### src/rtl/updn_pkg.sv
package updn_pkg;

    typedef enum logic [2:0] {
        OP_HOLD  = 3'd0,
        OP_CLEAR = 3'd1,
        OP_LOAD  = 3'd2,
        OP_UP    = 3'd3,
        OP_DOWN  = 3'd4
    } updn_op_e;

    // Priority: clear, then load, then a lone strobe edge with its partner high.
    function automatic updn_op_e pick_op(
        input logic clr,
        input logic ld_n,
        input logic up_rise,
        input logic dn_rise,
        input logic up_lvl,
        input logic dn_lvl
    );
        if (clr)                                  return OP_CLEAR;
        if (!ld_n)                                return OP_LOAD;
        if (up_rise && !dn_rise && dn_lvl)        return OP_UP;
        if (dn_rise && !up_rise && up_lvl)        return OP_DOWN;
        return OP_HOLD;
    endfunction

endpackage

### src/rtl/updn_strobe_sync.sv
module updn_strobe_sync #(
    parameter int STAGES = 2
) (
    input  logic clk,
    input  logic rst_n,
    input  logic strobe_in,
    output logic level,
    output logic rise
);
    typedef struct packed {
        logic [STAGES-1:0] chain;
        logic              prev;
    } sync_s;

    sync_s s_d, s_q;

    always_comb begin
        s_d       = s_q;
        s_d.chain = {s_q.chain[STAGES-2:0], strobe_in};
        s_d.prev  = s_q.chain[STAGES-1];
    end

    // Idle level of a strobe is high, so reset to ones to avoid a false edge.
    always_ff @(posedge clk or negedge rst_n) begin
        if (!rst_n) s_q <= '1;
        else        s_q <= s_d;
    end

    assign level = s_q.chain[STAGES-1];
    assign rise  = level & ~s_q.prev;

    // one edge of the strobe gives a single-cycle rise indication.
    a_r11_single_rise: assert property (@(posedge clk) disable iff (!rst_n)
        rise |=> !rise);

endmodule

### src/rtl/updn_count_core.sv
module updn_count_core
    import updn_pkg::*;
#(
    parameter int WIDTH  = 4,
    parameter bit DECADE = 1'b1
) (
    input  logic             clk,
    input  logic             rst_n,
    input  logic             clear,
    input  logic             load_n,
    input  logic [WIDTH-1:0] din,
    input  logic             up_rise,
    input  logic             dn_rise,
    input  logic             up_lvl,
    input  logic             dn_lvl,
    output logic [WIDTH-1:0] cnt
);
    localparam logic [WIDTH-1:0] TOP = DECADE ? WIDTH'(9) : {WIDTH{1'b1}};
    localparam logic [WIDTH-1:0] ONE = WIDTH'(1);

    typedef struct packed {
        logic [WIDTH-1:0] cnt;
    } core_s;

    core_s    c_d, c_q;
    updn_op_e op;

    always_comb begin
        op  = pick_op(clear, load_n, up_rise, dn_rise, up_lvl, dn_lvl);
        c_d = c_q;
        unique case (op)
            OP_CLEAR: c_d.cnt = '0;
            OP_LOAD:  c_d.cnt = din;
            OP_UP:    c_d.cnt = (c_q.cnt == TOP) ? '0 : c_q.cnt + ONE;
            OP_DOWN:  c_d.cnt = (c_q.cnt == '0) ? TOP : c_q.cnt - ONE;
            default:  c_d.cnt = c_q.cnt;
        endcase
    end

    always_ff @(posedge clk or negedge rst_n) begin
        if (!rst_n) c_q <= '0;
        else        c_q <= c_d;
    end

    assign cnt = c_q.cnt;

    // clear forces zero on the next edge
    a_r4_clear_zero: assert property (@(posedge clk) disable iff (!rst_n)
        clear |=> (cnt == '0));
    // load copies the data word
    a_r5_load_copy: assert property (@(posedge clk) disable iff (!rst_n)
        (!clear && !load_n) |=> (cnt == $past(din)));
    // no edge and no level command keeps the count
    a_r3_hold_idle: assert property (@(posedge clk) disable iff (!rst_n)
        (!clear && load_n && !up_rise && !dn_rise) |=> $stable(cnt));
    // wrap upward from the top value
    a_r6_up_wrap: assert property (@(posedge clk) disable iff (!rst_n)
        (!clear && load_n && up_rise && !dn_rise && dn_lvl && cnt == TOP) |=> (cnt == '0));
    // wrap downward from zero
    a_r6_down_wrap: assert property (@(posedge clk) disable iff (!rst_n)
        (!clear && load_n && dn_rise && !up_rise && up_lvl && cnt == '0) |=> (cnt == TOP));

endmodule

### src/rtl/updn_flag_gen.sv
module updn_flag_gen #(
    parameter int WIDTH  = 4,
    parameter bit DECADE = 1'b1
) (
    input  logic [WIDTH-1:0] cnt,
    input  logic             up_lvl,
    input  logic             dn_lvl,
    output logic             carry_n,
    output logic             borrow_n
);
    localparam logic [WIDTH-1:0] TOP = DECADE ? WIDTH'(9) : {WIDTH{1'b1}};

    // Flags follow the low phase of the strobe that will wrap the count.
    always_comb begin
        carry_n  = !((cnt == TOP) && !up_lvl);
        borrow_n = !((cnt == '0)  && !dn_lvl);
    end

endmodule

### src/rtl/updn_strobe_counter.sv
module updn_strobe_counter #(
    parameter int WIDTH       = 4,
    parameter bit DECADE      = 1'b1,
    parameter int SYNC_STAGES = 2
) (
    input  logic             clk,
    input  logic             rst_n,
    input  logic             up_strobe,
    input  logic             dn_strobe,
    input  logic             load_n,
    input  logic             clear,
    input  logic [WIDTH-1:0] din,
    output logic [WIDTH-1:0] count,
    output logic             carry_n,
    output logic             borrow_n
);
    localparam int N_STROBES = 2;

    logic [N_STROBES-1:0] strobe_raw;
    logic [N_STROBES-1:0] strobe_lvl;
    logic [N_STROBES-1:0] strobe_rise;

    assign strobe_raw = {dn_strobe, up_strobe};

    for (genvar g = 0; g < N_STROBES; g++) begin : g_sync
        updn_strobe_sync #(.STAGES(SYNC_STAGES)) i_sync (
            .clk       (clk),
            .rst_n     (rst_n),
            .strobe_in (strobe_raw[g]),
            .level     (strobe_lvl[g]),
            .rise      (strobe_rise[g])
        );
    end

    updn_count_core #(.WIDTH(WIDTH), .DECADE(DECADE)) i_core (
        .clk     (clk),
        .rst_n   (rst_n),
        .clear   (clear),
        .load_n  (load_n),
        .din     (din),
        .up_rise (strobe_rise[0]),
        .dn_rise (strobe_rise[1]),
        .up_lvl  (strobe_lvl[0]),
        .dn_lvl  (strobe_lvl[1]),
        .cnt     (count)
    );

    updn_flag_gen #(.WIDTH(WIDTH), .DECADE(DECADE)) i_flags (
        .cnt      (count),
        .up_lvl   (strobe_lvl[0]),
        .dn_lvl   (strobe_lvl[1]),
        .carry_n  (carry_n),
        .borrow_n (borrow_n)
    );

endmodule

### config.mk
export PLATFORM = sky130hd
export DESIGN_NAME = updn_strobe_counter
export DESIGN_NICKNAME = d
export VERILOG_FILES = /design/src/rtl/updn_pkg.sv /design/src/rtl/updn_strobe_sync.sv /design/src/rtl/updn_count_core.sv /design/src/rtl/updn_flag_gen.sv /design/src/rtl/updn_strobe_counter.sv
export SDC_FILE = /design/constraint.sdc
export NUM_CORES = 1
export LEC_CHECK = 0
export BUFFER_PORTS_ARGS = -buffer_cell sky130_fd_sc_hd__buf_2
export CAP_MARGIN = 0
export CORE_AREA = 2 2 39 41
export CTS_CLUSTER_DIAMETER = 100
export CTS_CLUSTER_SIZE = 20
export DETAILED_ROUTE_END_ITERATION = 16
export DIE_AREA = 0 0 41 43
export PLACE_DENSITY = 0.66
export SETUP_SLACK_MARGIN = 0.15
export SLEW_MARGIN = 20
export SYNTH_ARGS = -nofsm -noshare
export SYNTH_HDL_FRONTEND = slang
export SYNTH_SLANG_ARGS = --single-unit
export TNS_END_PERCENT = 20
### constraint.sdc
create_clock -name clk -period 3.4 [get_ports clk]
set_input_delay 0.17 -clock clk [delete_from_list [all_inputs] [get_ports clk]]
set_output_delay 0.17 -clock clk [all_outputs]
set_load 0.01 [all_outputs]
==> insert_results.sql <==
INSERT INTO impl_metrics (metric_group, metric, value, unit) VALUES
('status', 'run_status', 'complete, no violations', ''),
('setup_path', 'timing.critical_path.slowest_cell_delay', '450', 'ps'),
('die', 'core_footprint', '0.00138', 'mm²'),
('global_routing', 'grt.total_usage', '15.4', '%'),
('timing', 'worst_hold_slack', '125', 'ps'),
('timing', 'hold_viol_final', '0', ''),
('setup_path', 'cp.required', '3230', 'ps'),
('hold_path', 'min_delay_path_depth', '3', ''),
('yosys', 'ys_seq_area_share', '46.8', '%'),
('clock_tree', 'cts.repair_timing.setup_buffer_count', '0', ''),
('routing', 'detailroute.via_count', '507', ''),
('global_routing', 'grt-ovfl-total', '0', ''),
('timing', 'grt_setup_unrepaired', 'false', ''),
('setup_path', 'critical_path_peak_fanout', '7', ''),
('pwr', 'switching_share', '29.0', '%'),
('pwr', 'p_comb_share', '25.2', '%'),
('timing', 'clock_skew', '4.90', 'ps'),
('hold_path', 'min_to', 'i_core.cnt[0]', ''),
('pwr', 'power.total', '300', 'µW'),
('timing', 'period_needed', '1810', 'ps'),
('timing', 'fmax', '552', 'MHz'),
('clock_tree', 'cts-root-to-sink-buffers', '2', ''),
('pwr', 'powerDensity', '427', 'mW/mm²'),
('placed_design', 'placement.setup.worst_slack', '1640', 'ps'),
('final_layout', 'layout_cell_share_with_drive_strength_beyond_1', '32.9', '%'),
('global_routing', 'grt_pass1_vias', '414', ''),
('routing', 'routed_wire_length_per_instance', '12.4', 'µm'),
('clock_tree', 'tritoncts.num_buffers', '3', ''),
('final_layout', 'layout-area-overhead-vs-synth', '27.5', '%'),
('final_layout', 'nFillCells', '138', ''),
('pwr', 'power.clock.fraction', '26.0', '%'),
('final_layout', 'commonest_non_fill_non_tap_cells_in_the_layout', '15 x sky130_fd_sc_hd__buf_2, 6 x sky130_fd_sc_hd__nand2_1, 6 x sky130_fd_sc_hd__dfstp_2', ''),
('die', 'placementRows', '14', ''),
('global_routing', 'antenna_found_initial', '0', ''),
('setup_path', 'endpoint_kind', 'primary output', ''),
('pwr', 'int_power', '213', 'µW'),
('setup_path', 'worst_r2r_startpoint', 'i_core.cnt[0]', ''),
('timing', 'slew_headroom', '77.1', '%'),
('yosys', 'synth-seq-cells', '10', ''),
('timing', 'maxSlewViolCount', '0', ''),
('yosys', 'syn_inst', '54', ''),
('pwr', 'seq_power_share', '48.8', '%'),
('final_layout', 'layout_commonest_cell', 'sky130_fd_sc_hd__buf_2', ''),
('routing', 'detail_route.wirelength', '1140', 'µm'),
('hold_path', 'origin_of_the_worst_min_delay_path', 'din[0]', ''),
('hold_path', 'min-delay-path-class', 'in2reg', ''),
('timing', 'setup_viol_count_final', '0', ''),
('setup_path', 'start_kind', 'flip-flop', ''),
('routing', 'vias_per_cell', '5.51', ''),
('pwr', 'leakage', '0.000337', 'µW'),
('clock_tree', 'clkLatencyLatePin', '250', 'ps'),
('setup_path', 'regToRegEndpoint', 'i_core.cnt[1]', ''),
('global_routing', 'first_pass_grt_wire_length', '1840', 'µm'),
('routing', 'drtPass1Iterations', '4', ''),
('die', 'ios', '16', ''),
('die', 'die_x', '41', 'µm'),
('setup_path', 'crit_arrival', '1640', 'ps'),
('global_routing', 'grt_max_degree', '11', ''),
('clock_tree', 'total_number_of_h_tree_levels', '1', ''),
('pwr', 'power.net_switching', '87.0', 'µW'),
('yosys', 'syn-num-nets', '67', ''),
('setup_path', 'crit_path_cell_trace', 'inv_1 > ha_1 > nor3b_1 > nand2b_1 > buf_2', ''),
('yosys', 'synth.cell_area', '551', 'µm²'),
('die', 'area_of_the_die', '0.00176', 'mm²'),
('timing', 'timing_worst_slew_pin_value', '342', 'ps'),
('clock_tree', 'cts.clk_slew.worst_paths', '60', 'ps'),
('placed_design', 'post_detailed_placement_half_perimeter_wirelength', '887', 'µm'),
('clock_tree', 'clock_tree.root_cell', 'sky130_fd_sc_hd__clkbuf_4', ''),
('routing', 'antenna_violating_nets_post_route', '0', ''),
('yosys', 'synthesis.area_per_instance', '10.2', 'µm²'),
('placed_design', 'buffer_ports.inserted', '15', '');
-- worst max-delay path by stage --
stage,start,to,slack [ps],depth (start not counted)
2_1_floorplan,i_core.cnt[0],i_core.cnt[1],1780,6
3_3_place_gp,i_core.cnt[0],i_core.cnt[1],1730,6
3_5_place_dp,i_core.cnt[0],i_core.cnt[1],1640,6
4_1_cts,i_core.cnt[0],borrow_n,1570,5
5_1_grt,i_core.cnt[0],borrow_n,1440,5
6_report,i_core.cnt[0],borrow_n,1590,5
-- kinds of logic after synthesis --
group	count (synthesis)	synth area share (%)
adders and majority gates	3	6.82
AOI/OAI and AO/OA	13	18.6
buffers and inverters	4	2.73
and+or+nand+nor	23	23.4
xor gates and xnor gates	1	1.59
DFF	10	46.8
-- final cells by class --
class,instances,area (µm²),share of cell area [%]
multi-input cells,40,278,39.6
flip-flops and latches,10,258,36.7
well taps,16,20.0,2.85
clock buffers,4,26.3,3.74
repair buffers,18,105,15.0
inverters,4,15.0,2.14
-- flip-flops by register name, summed over array words and instances (netlist names) --
name	count
i_core.cnt	4
g_sync.i_sync.s_d	2
g_sync.i_sync.s_q	2
g_sync.i_sync.level	2
-- cell usage after synthesis --
| cell type | instances |
|---|---|
| sky130_fd_sc_hd__dfstp_2 | 6 |
| sky130_fd_sc_hd__nand2_1 | 6 |
| sky130_fd_sc_hd__dfrtp_1 | 4 |
| sky130_fd_sc_hd__inv_1 | 4 |
| sky130_fd_sc_hd__ha_1 | 3 |
| sky130_fd_sc_hd__nand3_1 | 3 |
| sky130_fd_sc_hd__nor2_1 | 3 |
| sky130_fd_sc_hd__and4b_1 | 2 |
| sky130_fd_sc_hd__nand3b_1 | 2 |
| sky130_fd_sc_hd__a211oi_1 | 1 |
| sky130_fd_sc_hd__a21o_1 | 1 |
| sky130_fd_sc_hd__a21oi_1 | 1 |
| sky130_fd_sc_hd__a221o_1 | 1 |
| sky130_fd_sc_hd__a222oi_1 | 1 |
| sky130_fd_sc_hd__a2bb2oi_1 | 1 |
| sky130_fd_sc_hd__a31oi_1 | 1 |
| sky130_fd_sc_hd__a32oi_1 | 1 |
| sky130_fd_sc_hd__and2_1 | 1 |
| sky130_fd_sc_hd__and2b_1 | 1 |
| sky130_fd_sc_hd__nand2b_1 | 1 |
| sky130_fd_sc_hd__nor2b_1 | 1 |
| sky130_fd_sc_hd__nor3_1 | 1 |
| sky130_fd_sc_hd__nor3b_1 | 1 |
| sky130_fd_sc_hd__o2111ai_1 | 1 |
| sky130_fd_sc_hd__o211a_1 | 1 |
| sky130_fd_sc_hd__o21ai_0 | 1 |
| sky130_fd_sc_hd__o21bai_1 | 1 |
| sky130_fd_sc_hd__o31ai_1 | 1 |
| sky130_fd_sc_hd__or2_2 | 1 |
| sky130_fd_sc_hd__xnor2_1 | 1 |
-- what timing repair did --
item / CTS / global route
hold endpoints to repair: 10 / 2
resized for setup: 0 / 0
hold buffers: 1 / 2
-- stage by stage --
| step | area (µm²) | cells |
|---|---|---|
| floorplan | 551 | 54 |
| global placement | 646 | 85 |
| detailed placement | 646 | 85 |
| CTS | 682 | 90 |
| global route | 702 | 92 |
| finish | 702 | 92 |
-- worst min-delay path, stage by stage --
cell                      delay (ps)
sky130_fd_sc_hd__buf_2            70
sky130_fd_sc_hd__nand2_1          30
sky130_fd_sc_hd__o21ai_0          60
-- power groups by stage --
stage	combinational (µW)	sequential [µW]	clock (µW)
floorplan	44.2	147	0
global placement	72.2	147	0
detailed placement	72.8	148	0
CTS	73.8	146	83.1
global route	85.9	149	90.2
finish	75.4	146	78.0
-- per-layer routing --
metal  up-vias  share of wire [%]  routed length (µm)  global-route usage, %
li1        244                  -                   -                      -
met1       240                 44                 501                   24.2
met2        21                 48                 546                   20.3
met3         2                6.9                  79                   3.14
met4         0                1.3                  15                   6.00
met5         -                  0                   0                      0
Power figures use the tool's default switching activity.
